File: src/rtl/xbus_pkg.sv
package xbus_pkg;

    localparam int BYTES  = 4;
    localparam int DATA_W = 8 * BYTES;
    localparam int WS_W   = 4;

    typedef enum logic [1:0] {
        PW_8    = 2'd0,
        PW_16   = 2'd1,
        PW_32   = 2'd2,
        PW_32B  = 2'd3
    } port_w_e;

    typedef struct packed {
        logic            wprot;
        port_w_e         width;
        logic [WS_W-1:0] wait_st;
    } cs_cfg_t;

    localparam int CFG_W = $bits(cs_cfg_t);

    localparam cs_cfg_t CFG_RESET = '{wprot: 1'b0, width: PW_32, wait_st: '0};

    typedef enum logic {
        ST_IDLE   = 1'b0,
        ST_STROBE = 1'b1
    } bus_st_e;

    // Bytes carried by one beat on a port of the given width.
    function automatic logic [2:0] port_bytes(port_w_e w);
        case (w)
            PW_8:    return 3'd1;
            PW_16:   return 3'd2;
            default: return 3'd4;
        endcase
    endfunction

    // Index of the final beat of a word access.
    function automatic logic [1:0] last_beat(port_w_e w);
        case (w)
            PW_8:    return 2'd3;
            PW_16:   return 2'd1;
            default: return 2'd0;
        endcase
    endfunction

endpackage

File: src/rtl/xbus_cfg_regs.sv
module xbus_cfg_regs
    import xbus_pkg::*;
#(
    parameter int N_CS  = 6,
    parameter int SEL_W = 3
) (
    input  logic                  clk,
    input  logic                  rst,
    input  logic                  cfg_we,
    input  logic [SEL_W-1:0]      cfg_addr,
    input  logic [CFG_W-1:0]      cfg_wdata,
    output cs_cfg_t [N_CS-1:0]    cfg_q,
    output logic                  combine_q
);

    for (genvar g = 0; g < N_CS; g++) begin : g_sel
        always_ff @(posedge clk) begin
            if (rst) begin
                cfg_q[g] <= CFG_RESET;
            end else if (cfg_we && cfg_addr == SEL_W'(g)) begin
                cfg_q[g] <= cs_cfg_t'(cfg_wdata);
            end
        end
    end

    always_ff @(posedge clk) begin
        if (rst) begin
            combine_q <= 1'b0;
        end else if (cfg_we && cfg_addr == SEL_W'(N_CS)) begin
            combine_q <= cfg_wdata[0];
        end
    end

endmodule

File: src/rtl/xbus_addr_decode.sv
module xbus_addr_decode #(
    parameter int ADDR_W   = 29,
    parameter int LARGE_AW = 27,
    parameter int SMALL_AW = 25,
    parameter int N_LARGE  = 2,
    parameter int N_SMALL  = 4,
    parameter int N_CS     = N_LARGE + N_SMALL,
    parameter int IDX_W    = 3,
    parameter int EXT_AW   = LARGE_AW + 1
) (
    input  logic [ADDR_W-1:0] addr,
    input  logic              combine,
    output logic              hit,
    output logic [IDX_W-1:0]  idx,
    output logic [EXT_AW-1:0] offset
);

    localparam logic [ADDR_W:0] SMALL_BASE = (ADDR_W+1)'(N_LARGE) << LARGE_AW;

    logic [ADDR_W:0]   addr_x;
    logic [N_CS-1:0]   win_hit;
    logic [EXT_AW-1:0] win_off [N_CS];

    assign addr_x = {1'b0, addr};

    for (genvar g = 0; g < N_CS; g++) begin : g_win
        if (g < N_LARGE) begin : g_large
            assign win_hit[g] = (addr_x >> LARGE_AW) == (ADDR_W+1)'(g);
            assign win_off[g] = EXT_AW'(addr[LARGE_AW-1:0]);
        end else begin : g_small
            localparam logic [ADDR_W:0] BASE  = SMALL_BASE + ((ADDR_W+1)'(g - N_LARGE) << SMALL_AW);
            localparam logic [ADDR_W:0] LIMIT = BASE + ((ADDR_W+1)'(1) << SMALL_AW);
            assign win_hit[g] = (addr_x >= BASE) && (addr_x < LIMIT);
            assign win_off[g] = EXT_AW'(addr[SMALL_AW-1:0]);
        end
    end

    always_comb begin
        hit    = 1'b0;
        idx    = '0;
        offset = '0;
        for (int i = 0; i < N_CS; i++) begin
            if (win_hit[i]) begin
                hit    = 1'b1;
                idx    = IDX_W'(i);
                offset = win_off[i];
            end
        end
        // Merged region: both large windows answer on the first select.
        if (combine && (win_hit[0] || win_hit[1])) begin
            idx    = '0;
            offset = EXT_AW'(addr[LARGE_AW:0]);
        end
    end

endmodule

File: src/rtl/xbus_lane_map.sv
module xbus_lane_map
    import xbus_pkg::*;
(
    input  logic              big_end,
    input  port_w_e           width,
    input  logic [1:0]        beat,
    input  logic [DATA_W-1:0] wdata,
    input  logic [DATA_W-1:0] din,
    input  logic [DATA_W-1:0] rdata_q,
    output logic [DATA_W-1:0] dout,
    output logic [DATA_W-1:0] rdata_d
);

    logic [1:0] pos;
    logic [1:0] wsel;

    always_comb begin
        dout    = '0;
        rdata_d = rdata_q;
        pos     = '0;
        wsel    = '0;
        for (int j = 0; j < BYTES; j++) begin
            if (j < int'(port_bytes(width))) begin
                pos  = 2'(int'(beat) * int'(port_bytes(width)) + j);
                wsel = big_end ? (2'd3 - pos) : pos;
                dout[8*j +: 8]       = wdata[8*wsel +: 8];
                rdata_d[8*wsel +: 8] = din[8*j +: 8];
            end
        end
    end

endmodule

File: src/rtl/xbus_csel.sv
module xbus_csel
    import xbus_pkg::*;
#(
    parameter int ADDR_W   = 29,
    parameter int LARGE_AW = 27,
    parameter int SMALL_AW = 25,
    parameter int N_LARGE  = 2,
    parameter int N_SMALL  = 4,
    localparam int N_CS    = N_LARGE + N_SMALL,
    localparam int IDX_W   = $clog2(N_CS),
    localparam int SEL_W   = $clog2(N_CS + 1),
    localparam int EXT_AW  = LARGE_AW + 1
) (
    input  logic              clk,
    input  logic              rst,
    input  logic              req_valid,
    output logic              req_ready,
    input  logic              req_write,
    input  logic              req_big_end,
    input  logic [ADDR_W-1:0] req_addr,
    input  logic [31:0]       req_wdata,
    output logic              resp_valid,
    output logic              resp_err,
    output logic [31:0]       resp_rdata,
    input  logic              cfg_we,
    input  logic [SEL_W-1:0]  cfg_addr,
    input  logic [6:0]        cfg_wdata,
    output logic [N_CS-1:0]   cs_n,
    output logic              oe_n,
    output logic              we_n,
    output logic [EXT_AW-1:0] ext_addr,
    output logic [31:0]       ext_dout,
    input  logic [31:0]       ext_din
);

    typedef struct packed {
        logic              write;
        logic              big_end;
        logic [IDX_W-1:0]  idx;
        logic [EXT_AW-1:0] base;
        logic [DATA_W-1:0] wdata;
        port_w_e           width;
        logic [WS_W-1:0]   ws;
    } xfer_t;

    cs_cfg_t [N_CS-1:0] cfg_q;
    logic               combine_q;

    logic               dec_hit;
    logic [IDX_W-1:0]   dec_idx;
    logic [EXT_AW-1:0]  dec_off;
    cs_cfg_t            sel_cfg;
    logic               blocked;
    logic               accept;

    bus_st_e            st_q;
    xfer_t              cur_q;
    logic [1:0]         beat_q;
    logic [WS_W-1:0]    wait_q;
    logic [DATA_W-1:0]  rdata_q;
    logic [DATA_W-1:0]  rdata_d;
    logic [DATA_W-1:0]  lane_dout;
    logic [2:0]         beat_off;

    xbus_cfg_regs #(.N_CS(N_CS), .SEL_W(SEL_W)) u_cfg (
        .clk       (clk),
        .rst       (rst),
        .cfg_we    (cfg_we),
        .cfg_addr  (cfg_addr),
        .cfg_wdata (cfg_wdata),
        .cfg_q     (cfg_q),
        .combine_q (combine_q)
    );

    xbus_addr_decode #(
        .ADDR_W   (ADDR_W),
        .LARGE_AW (LARGE_AW),
        .SMALL_AW (SMALL_AW),
        .N_LARGE  (N_LARGE),
        .N_SMALL  (N_SMALL),
        .N_CS     (N_CS),
        .IDX_W    (IDX_W),
        .EXT_AW   (EXT_AW)
    ) u_dec (
        .addr    (req_addr),
        .combine (combine_q),
        .hit     (dec_hit),
        .idx     (dec_idx),
        .offset  (dec_off)
    );

    xbus_lane_map u_lanes (
        .big_end (cur_q.big_end),
        .width   (cur_q.width),
        .beat    (beat_q),
        .wdata   (cur_q.wdata),
        .din     (ext_din),
        .rdata_q (rdata_q),
        .dout    (lane_dout),
        .rdata_d (rdata_d)
    );

    assign sel_cfg   = cfg_q[dec_idx];
    assign blocked   = !dec_hit || (req_write && sel_cfg.wprot);
    assign req_ready = (st_q == ST_IDLE);
    assign accept    = req_valid && req_ready;

    always_ff @(posedge clk) begin
        if (rst) begin
            st_q       <= ST_IDLE;
            cur_q      <= '0;
            beat_q     <= '0;
            wait_q     <= '0;
            rdata_q    <= '0;
            resp_valid <= 1'b0;
            resp_err   <= 1'b0;
            resp_rdata <= '0;
        end else begin
            resp_valid <= 1'b0;
            case (st_q)
                ST_IDLE: begin
                    if (accept) begin
                        if (blocked) begin
                            resp_valid <= 1'b1;
                            resp_err   <= 1'b1;
                            resp_rdata <= '0;
                        end else begin
                            st_q          <= ST_STROBE;
                            cur_q.write   <= req_write;
                            cur_q.big_end <= req_big_end;
                            cur_q.idx     <= dec_idx;
                            cur_q.base    <= dec_off & ~EXT_AW'(3);
                            cur_q.wdata   <= req_wdata;
                            cur_q.width   <= sel_cfg.width;
                            cur_q.ws      <= sel_cfg.wait_st;
                            beat_q        <= '0;
                            wait_q        <= sel_cfg.wait_st;
                            rdata_q       <= '0;
                        end
                    end
                end
                ST_STROBE: begin
                    if (wait_q != '0) begin
                        wait_q <= wait_q - 1'b1;
                    end else begin
                        if (!cur_q.write) begin
                            rdata_q <= rdata_d;
                        end
                        if (beat_q == last_beat(cur_q.width)) begin
                            st_q       <= ST_IDLE;
                            resp_valid <= 1'b1;
                            resp_err   <= 1'b0;
                            resp_rdata <= cur_q.write ? '0 : rdata_d;
                        end else begin
                            beat_q <= beat_q + 1'b1;
                            wait_q <= cur_q.ws;
                        end
                    end
                end
                default: st_q <= ST_IDLE;
            endcase
        end
    end

    always_comb begin
        case (cur_q.width)
            PW_8:    beat_off = {1'b0, beat_q};
            PW_16:   beat_off = {beat_q, 1'b0};
            default: beat_off = 3'd0;
        endcase
    end

    for (genvar g = 0; g < N_CS; g++) begin : g_cs
        assign cs_n[g] = !((st_q == ST_STROBE) && (cur_q.idx == IDX_W'(g)));
    end

    assign oe_n     = !((st_q == ST_STROBE) && !cur_q.write);
    assign we_n     = !((st_q == ST_STROBE) && cur_q.write);
    assign ext_addr = cur_q.base + EXT_AW'(beat_off);
    assign ext_dout = ((st_q == ST_STROBE) && cur_q.write) ? lane_dout : '0;

endmodule

File: config.mk
export PLATFORM = sky130hd
export DESIGN_NAME = xbus_csel
export DESIGN_NICKNAME = d
export VERILOG_FILES = /design/src/rtl/xbus_pkg.sv /design/src/rtl/xbus_cfg_regs.sv /design/src/rtl/xbus_addr_decode.sv /design/src/rtl/xbus_lane_map.sv /design/src/rtl/xbus_csel.sv
export SDC_FILE = /design/constraint.sdc
export NUM_CORES = 1
export LEC_CHECK = 0
export CORE_MARGIN = 1
export CORE_UTILIZATION = 56
export DETAILED_ROUTE_END_ITERATION = 8
export PLACE_DENSITY = 0.87
export SYNTH_ARGS = -nofsm -noshare
export SYNTH_HDL_FRONTEND = slang
export SYNTH_SLANG_ARGS = --single-unit
File: constraint.sdc
create_clock -name clk -period 9.4 [get_ports clk]
set_clock_uncertainty 0.15 [all_clocks]
set_input_delay 1.88 -clock clk [delete_from_list [all_inputs] [get_ports clk]]
set_output_delay 1.88 -clock clk [all_outputs]
set_load 0.02 [all_outputs]
==> results of run 1 <==
cells in the final DEF (no fill, tap or decap), types with 12 or more instances in the layout:
cell type        instances
a211oi_1                41
o21ai_0                 14
nand2_1                280
ha_1                    22
clkdlybuf4s50_1        208
clkbuf_16               17
nor2_1                  96
xnor2_1                 21
nand3_1                 35
a21oi_1                131
dfxtp_1                185
nor3_1                  41
mux2i_1                 59
nor2b_1                 17
and3_1                  12
nand2b_1                15
inv_1                   21
o2bb2ai_1               16
a221o_1                 56
registers in the layout, indices dropped and copies added, names as in the netlist, 2 cells and up:
| register | cells |
|---|---|
| cur_q | 69 |
| u_cfg.cfg_q | 42 |
| rdata_q | 32 |
| resp_rdata | 32 |
| wait_q | 4 |
| beat_q | 2 |
cell usage after synthesis, types with 3 or more instances:
master	number
a22oi_1	9
buf_2	35
o21ai_0	14
nor4_1	4
a21oi_2	3
inv_1	21
dfxtp_1	185
ha_1	22
inv_2	4
a211o_1	3
o2bb2ai_1	16
a221o_1	56
buf_6	4
a211oi_1	41
nand4b_1	3
a21oi_1	132
and2_1	5
and3_1	12
nand2b_1	15
nor3b_2	5
mux2i_1	59
nand4_1	7
mux4_2	3
nor3_1	41
xor2_1	7
a2111oi_0	3
nor2_1	96
mux2_2	4
nand2_1	280
xnor2_1	21
buf_1	7
nand3b_1	11
nand3_1	35
nor2b_1	17
clkbuf_1	33
o22ai_1	9
a21o_1	10
a221oi_1	8
a2bb2oi_1	8
logic make-up after synthesis:
group,count (synthesis)
buffers and inverters,106
and+or+nand+nor,553
muxes,66
AOI/OAI and AO/OA,325
DFF,185
xor gates and xnor gates,31
adders and majority gates,22
stage by stage:
stage / utilization [%] / total power [mW] / instance area, sq um
2_1_floorplan: - / 1.24 / 10400
3_3_place_gp: 68.9 / 1.40 / 12500
3_5_place_dp: 68.9 / 1.42 / 12500
4_1_cts: 72.1 / 2.13 / 13000
5_1_grt: 72.1 / 2.22 / 13000
6_report: 72.1 / 2.13 / 13000
path summary, 6_finish.rpt:
path                     to  cells past startpoint
max            ext_dout[17]                      8
min          resp_rdata[22]                      1
max reg2reg  resp_rdata[15]                     13
min reg2reg  resp_rdata[22]                      1
where the power goes:
group	leakage (nW)	switching [mW]	internal, mW
clock network	0.285	0.343	0.377
registers	1.50	0.0393	0.823
logic	3.07	0.344	0.205
routing by layer:
metal  vias to the layer above  track usage, %
met4                         0            11.9
met3                        75            7.27
met5                         -               0
met2                       530            54.5
met1                      4862            41.3
li1                       4906               -
final cells by class:
class / instances / area [sq um]
Multi-Input combinational cell: 997 / 6230
Timing Repair Buffer: 216 / 2140
Inverter: 25 / 93.8
Fill cell: 1418 / 5050
Clock inverter: 14 / 155
Clock buffer: 18 / 429
Sequential cell: 185 / 3700
Tap cell: 229 / 287
==> run_results.csv, run 1 <==
group,metric,value,unit
drt,vias,10373,
setup_path,crit_family,"buffers and inverters",
setup_path,rrSetupSlack,4.44,ns
clock_tree,cts-root-buf,"clkbuf_16",
timing,final_max_slew_viol_count,0,
clock_tree,clock_latency,0.44,ns
drt,top_layer,"met4",
clock_tree,postCtsResizedCells,0,
drt,wl_met3,2850,microns
timing,worst_slew_pin_slew,1.01,ns
final_layout,diodes,0,
setup_path,slowest_delay,0.79,ns
synthesis,synth_top_cell_area_share,35.7,%
placed_design,gp_congestion,0.928,
setup_path,end_kind,"output port",
floorplanning,num_rows,49,
setup_path,path_buf_inv,2,
global_routing,grt_overflow_total,0,
timing,hold_violations,0,
synthesis,synth_compound_area_share,22.5,%
placed_design,dp_hpwl,21600,microns
clock_tree,post_cts_buffers,0,
synthesis,synth_area,10400,sq um
placed_design,post-place-ws,3.74,ns
placed_design,dpl.cell_count,1652,
outcome,violations,"DRC",
synthesis,synthMuxAreaShare,6.77,%
synthesis,synth.area.top_cells,"dfxtp_1 (36%), nand2_1 (10%), a21oi_1 (6.4%)",
setup_path,crit_fanout,19,
final_layout,nets,1573,
global_routing,grt_first_pass_wirelength,50200,microns
timing,setup_violations,0,
setup_path,slowest_stage,"xnor2_2",
final_layout,areaGrowthSynthToFinish,25.6,%
floorplanning,pin_count,212,
pwr,irDropWorstVdd,0.135,mV
setup_path,r2r-start,"cur_q[4]",
floorplanning,coreArea,18100,sq um
synthesis,async_reset_ff_share,0,%
synthesis,ys_ff_latch,185,
min_path,worst_hold_path_type,"reg2reg",
pwr,powerDensity,164,nW/um^2
synthesis,syn_area_per_cell,8.06,sq um
setup_path,setup.worst_path.class,"reg2out",
drt,first_pass_iters,9,
synthesis,synth_xor_area_share,2.94,%
placed_design,port_buffers,209,
clock_tree,cts_buffer_depth,2,
global_routing,grt_use_total,32.6,%
synthesis,synth_area_leader_cell,"dfxtp_1",
global_routing,antenna_found_initial,0,
clock_tree,cts_buffers,17,
clock_tree,cts_tree,"done",
drt,wl_met1,13000,microns
clock_tree,hold_buffers,0,
synthesis,synth_top_family_by_area,"simple AND/OR/NAND/NOR gates",
synthesis,ys_types,70,
setup_path,worstSetupStartpoint,"cur_q[4]",
timing,slew_headroom,31.8,%
pwr,p_leak,4.86,nW
drt,drt_iter0_drc,1030,
min_path,min_from,"resp_rdata[22]",
drt,routedWlPerCell,18.8,microns
timing,post-route-period-util,65.6,%
setup_path,cp.required,7.37,ns
timing,max_clock_freq,0.162,GHz
timing,hold_ws,0.301,ns
floorplanning,start_util,57.4,%
drt,post_drt_via_cell_ratio,6.16,
setup_path,arrival,4.13,ns
final_layout,drive_gt1_share,5.77,%
drt,drc,30,
synthesis,synth_flop_cell,"dfxtp_1",
setup_path,crit_path_cell_trace,"nor2_4 > ha_1 > nand2b_1 > and2_1 > xnor2_2 > inv_2 > a211oi_1 > clkdlybuf4s50_1",
clock_tree,path_clk_slew,0.07,ns
synthesis,synth_edf_count,0,
timing,setup_slack,3.24,ns
synthesis,synth_nets,1419,
floorplanning,dieArea,19100,sq um
clock_tree,cts.sinks,185,
floorplanning,die_w,138,microns
clock_tree,htreeDepth,4,
timing,tns,0,ns
setup_path,startpoint_type,"register",
run,drv_cap,0,
drt,drt-total-wl,31700,microns
synthesis,yosysWarnings,0,
global_routing,grt_max_degree,83,
global_routing,grt_pass1_vias,9690,
final_layout,fin_cells,1684,
synthesis,synth_adder_area_share,2.65,%
synthesis,postSynthCellCount,1288,
floorplanning,dieHeight,138,microns
timing,fin_crit,6.16,ns
synthesis,seq_area_frac_synth,35.7,%
drt,ant_nets,0,
synthesis,yosys.area_share.simple,24.9,%
drt,wl_met2,15000,microns
outcome,status,"finished with violations",
timing,rsz0062_at_grt,"no",
(Power assumes the default switching activity.)
==> run 2: changes to the inputs <==
- CORE_UTILIZATION: 56 -> 52
- PLACE_DENSITY: 0.87 -> 0.82
- clock period: 9.4 -> 6.4 ns (I/O delays scaled with it)
==> run_results.csv, run 2 (synthesis gave the netlist of run 1 again) <==
group,metric,value,unit
setup_path,end_kind,"output port",
timing,setup_violations,0,
setup_path,regToRegEndpoint,"resp_rdata[9]",
floorplanning,pin_count,212,
setup_path,ff2ff_path_depth,13,
drt,vias,10361,
timing,max_clock_freq,0.181,GHz
setup_path,slowest_delay,0.77,ns
drt,post_drt_via_cell_ratio,6.02,
setup_path,crit_fanout,20,
setup_path,rrSetupSlack,1.55,ns
drt,drt-total-wl,31700,microns
setup_path,startpoint_type,"register",
timing,worst_slew_pin_slew,1.03,ns
timing,tns,0,ns
setup_path,setup.worst_path.class,"reg2out",
final_layout,drive_gt1_share,5.90,%
placed_design,dp_hpwl,21700,microns
drt,wl_met2,14800,microns
placed_design,dpl.cell_count,1690,
clock_tree,path_clk_slew,0.07,ns
clock_tree,postCtsResizedCells,0,
pwr,p_total,3.23,mW
global_routing,grt_pass1_vias,9674,
setup_path,crit_path_cell_trace,"nor2_4 > ha_1 > nand2b_1 > and2_1 > xnor2_2 > inv_2 > a211oi_1 > clkdlybuf4s50_1",
drt,drc,0,
final_layout,regMostFlops,"cur_q",
setup_path,r2r-start,"cur_q[4]",
min_path,worst_hold_path_type,"reg2reg",
drt,wl_met3,2630,microns
placed_design,port_buffers,209,
final_layout,diodes,0,
final_layout,layout_common_cells,"nand2_1 (280), clkdlybuf4s50_1 (208), dfxtp_1 (185), a21oi_1 (131), nor2_1 (96)",
global_routing,grt_first_pass_wirelength,49700,microns
timing,post-route-period-util,86.4,%
drt,drt_iter0_drc,920,
timing,rsz0062_at_grt,"no",
clock_tree,cts-root-buf,"clkbuf_16",
final_layout,multi_input_area,6230,sq um
clock_tree,cts.sinks,185,
clock_tree,clock_latency,0.44,ns
clock_tree,cts_buffer_depth,2,
final_layout,nets,1575,
setup_path,path_buf_inv,2,
drt,first_pass_iters,5,
clock_tree,cts_buffers,17,
global_routing,grt_overflow_total,0,
floorplanning,num_rows,51,
pwr,p_leak,4.90,nW
final_layout,areaGrowthSynthToFinish,26.7,%
global_routing,antenna_found_initial,0,
run,drv_cap,0,
timing,hold_violations,0,
floorplanning,dieArea,20500,sq um
timing,fin_crit,5.53,ns
floorplanning,dieHeight,143,microns
setup_path,arrival,4.10,ns
setup_path,cp.required,4.97,ns
floorplanning,start_util,53.2,%
final_layout,fill_cells,1667,
floorplanning,coreArea,19500,sq um
drt,wl_met1,13200,microns
placed_design,gp_congestion,0.891,
global_routing,grt_use_total,30.8,%
min_path,holdPathEnd,"resp_rdata[19]",
final_layout,final_common_cell,"nand2_1",
clock_tree,hold_buffers,0,
final_layout,top_regs,"cur_q (69), u_cfg.cfg_q (42)",
timing,slew_headroom,30.5,%
clock_tree,post_cts_buffers,0,
final_layout,fin_cells,1722,
min_path,whs_path_depth,1,
drt,ant_nets,0,
final_layout,seqCellArea,3700,sq um
floorplanning,die_w,143,microns
outcome,status,"completed",
clock_tree,cts_tree,"done",
timing,final_max_slew_viol_count,0,
pwr,irDropWorstVdd,0.223,mV
min_path,min_from,"resp_rdata[19]",
setup_path,crit_family,"buffers and inverters",
clock_tree,htreeDepth,4,
global_routing,grt_max_degree,81,
final_layout,largest_register_ffs,69,
drt,routedWlPerCell,18.4,microns
pwr,powerDensity,246,nW/um^2
drt,top_layer,"met4",
timing,hold_ws,0.302,ns
setup_path,slowest_stage,"xnor2_2",
==> run 2: worst register-to-register path, cell delays in order (launching register included) <==
cell and delay (ns):
dfxtp_1 0.59, nor2_4 0.12, ha_1 0.25, nand2b_1 0.18
and2_1 0.27, xnor2_2 0.78, inv_2 0.36, ha_1 0.33
o21ba_2 0.23, o21ai_0 0.09, a21oi_1 0.76, a21oi_1 0.21
nor3_1 0.32, a221o_1 0.15
==> run 2: cell type report <==
type / instances / share of cell area [%]
well taps: 265 / 2.52
inverters: 25 / 0.714
clock inverters: 14 / 1.56
multi-input cells: 997 / 47.4
clock buffers: 18 / 3.26
flip-flops and latches: 185 / 28.2
repair buffers: 218 / 16.4
==> run 2: per-layer routing <==
layer / GRT usage [%] / up-vias
met1: 39.0 / 4874
li1: - / 4938
met4: 12.4 / 0
met5: 0 / -
met3: 6.54 / 78
met2: 51.1 / 471
==> run 2: metrics by stage <==
step / setup WS (ns) / util (%) / instance area [sq um]
after detailed placement: 1.45 / 64.1 / 12500
final: 0.869 / 67.3 / 13100
after floorplan: 2.56 / - / 10400
after global routing: 0.600 / 67.3 / 13100
after global placement: 1.50 / 64.1 / 12500
after CTS: 0.932 / 67.3 / 13100
==> run 2: how the worst max path moves through the flow <==
stage                     startpoint            to  slack (ns)  depth (start not counted)
after floorplan             cur_q[4]   ext_dout[7]        2.56                         10
after global placement      cur_q[4]  ext_addr[18]        1.50                         10
after detailed placement    cur_q[4]  ext_addr[18]        1.45                         10
after CTS                   cur_q[4]   ext_dout[8]        0.93                          8
after global routing        cur_q[4]   ext_dout[8]        0.60                          8
final                       cur_q[4]   ext_dout[8]        0.87                          8
==> run 2: power breakdown <==
| group | leakage (nW) | internal [mW] | total (mW) | switching [mW] |
|---|---|---|---|---|
| registers | 1.50 | 1.21 | 1.26 | 0.0532 |
| clock network | 0.314 | 0.666 | 1.16 | 0.492 |
| logic | 3.08 | 0.303 | 0.810 | 0.506 |
| total | 4.90 | 2.18 | 3.23 | 1.05 |
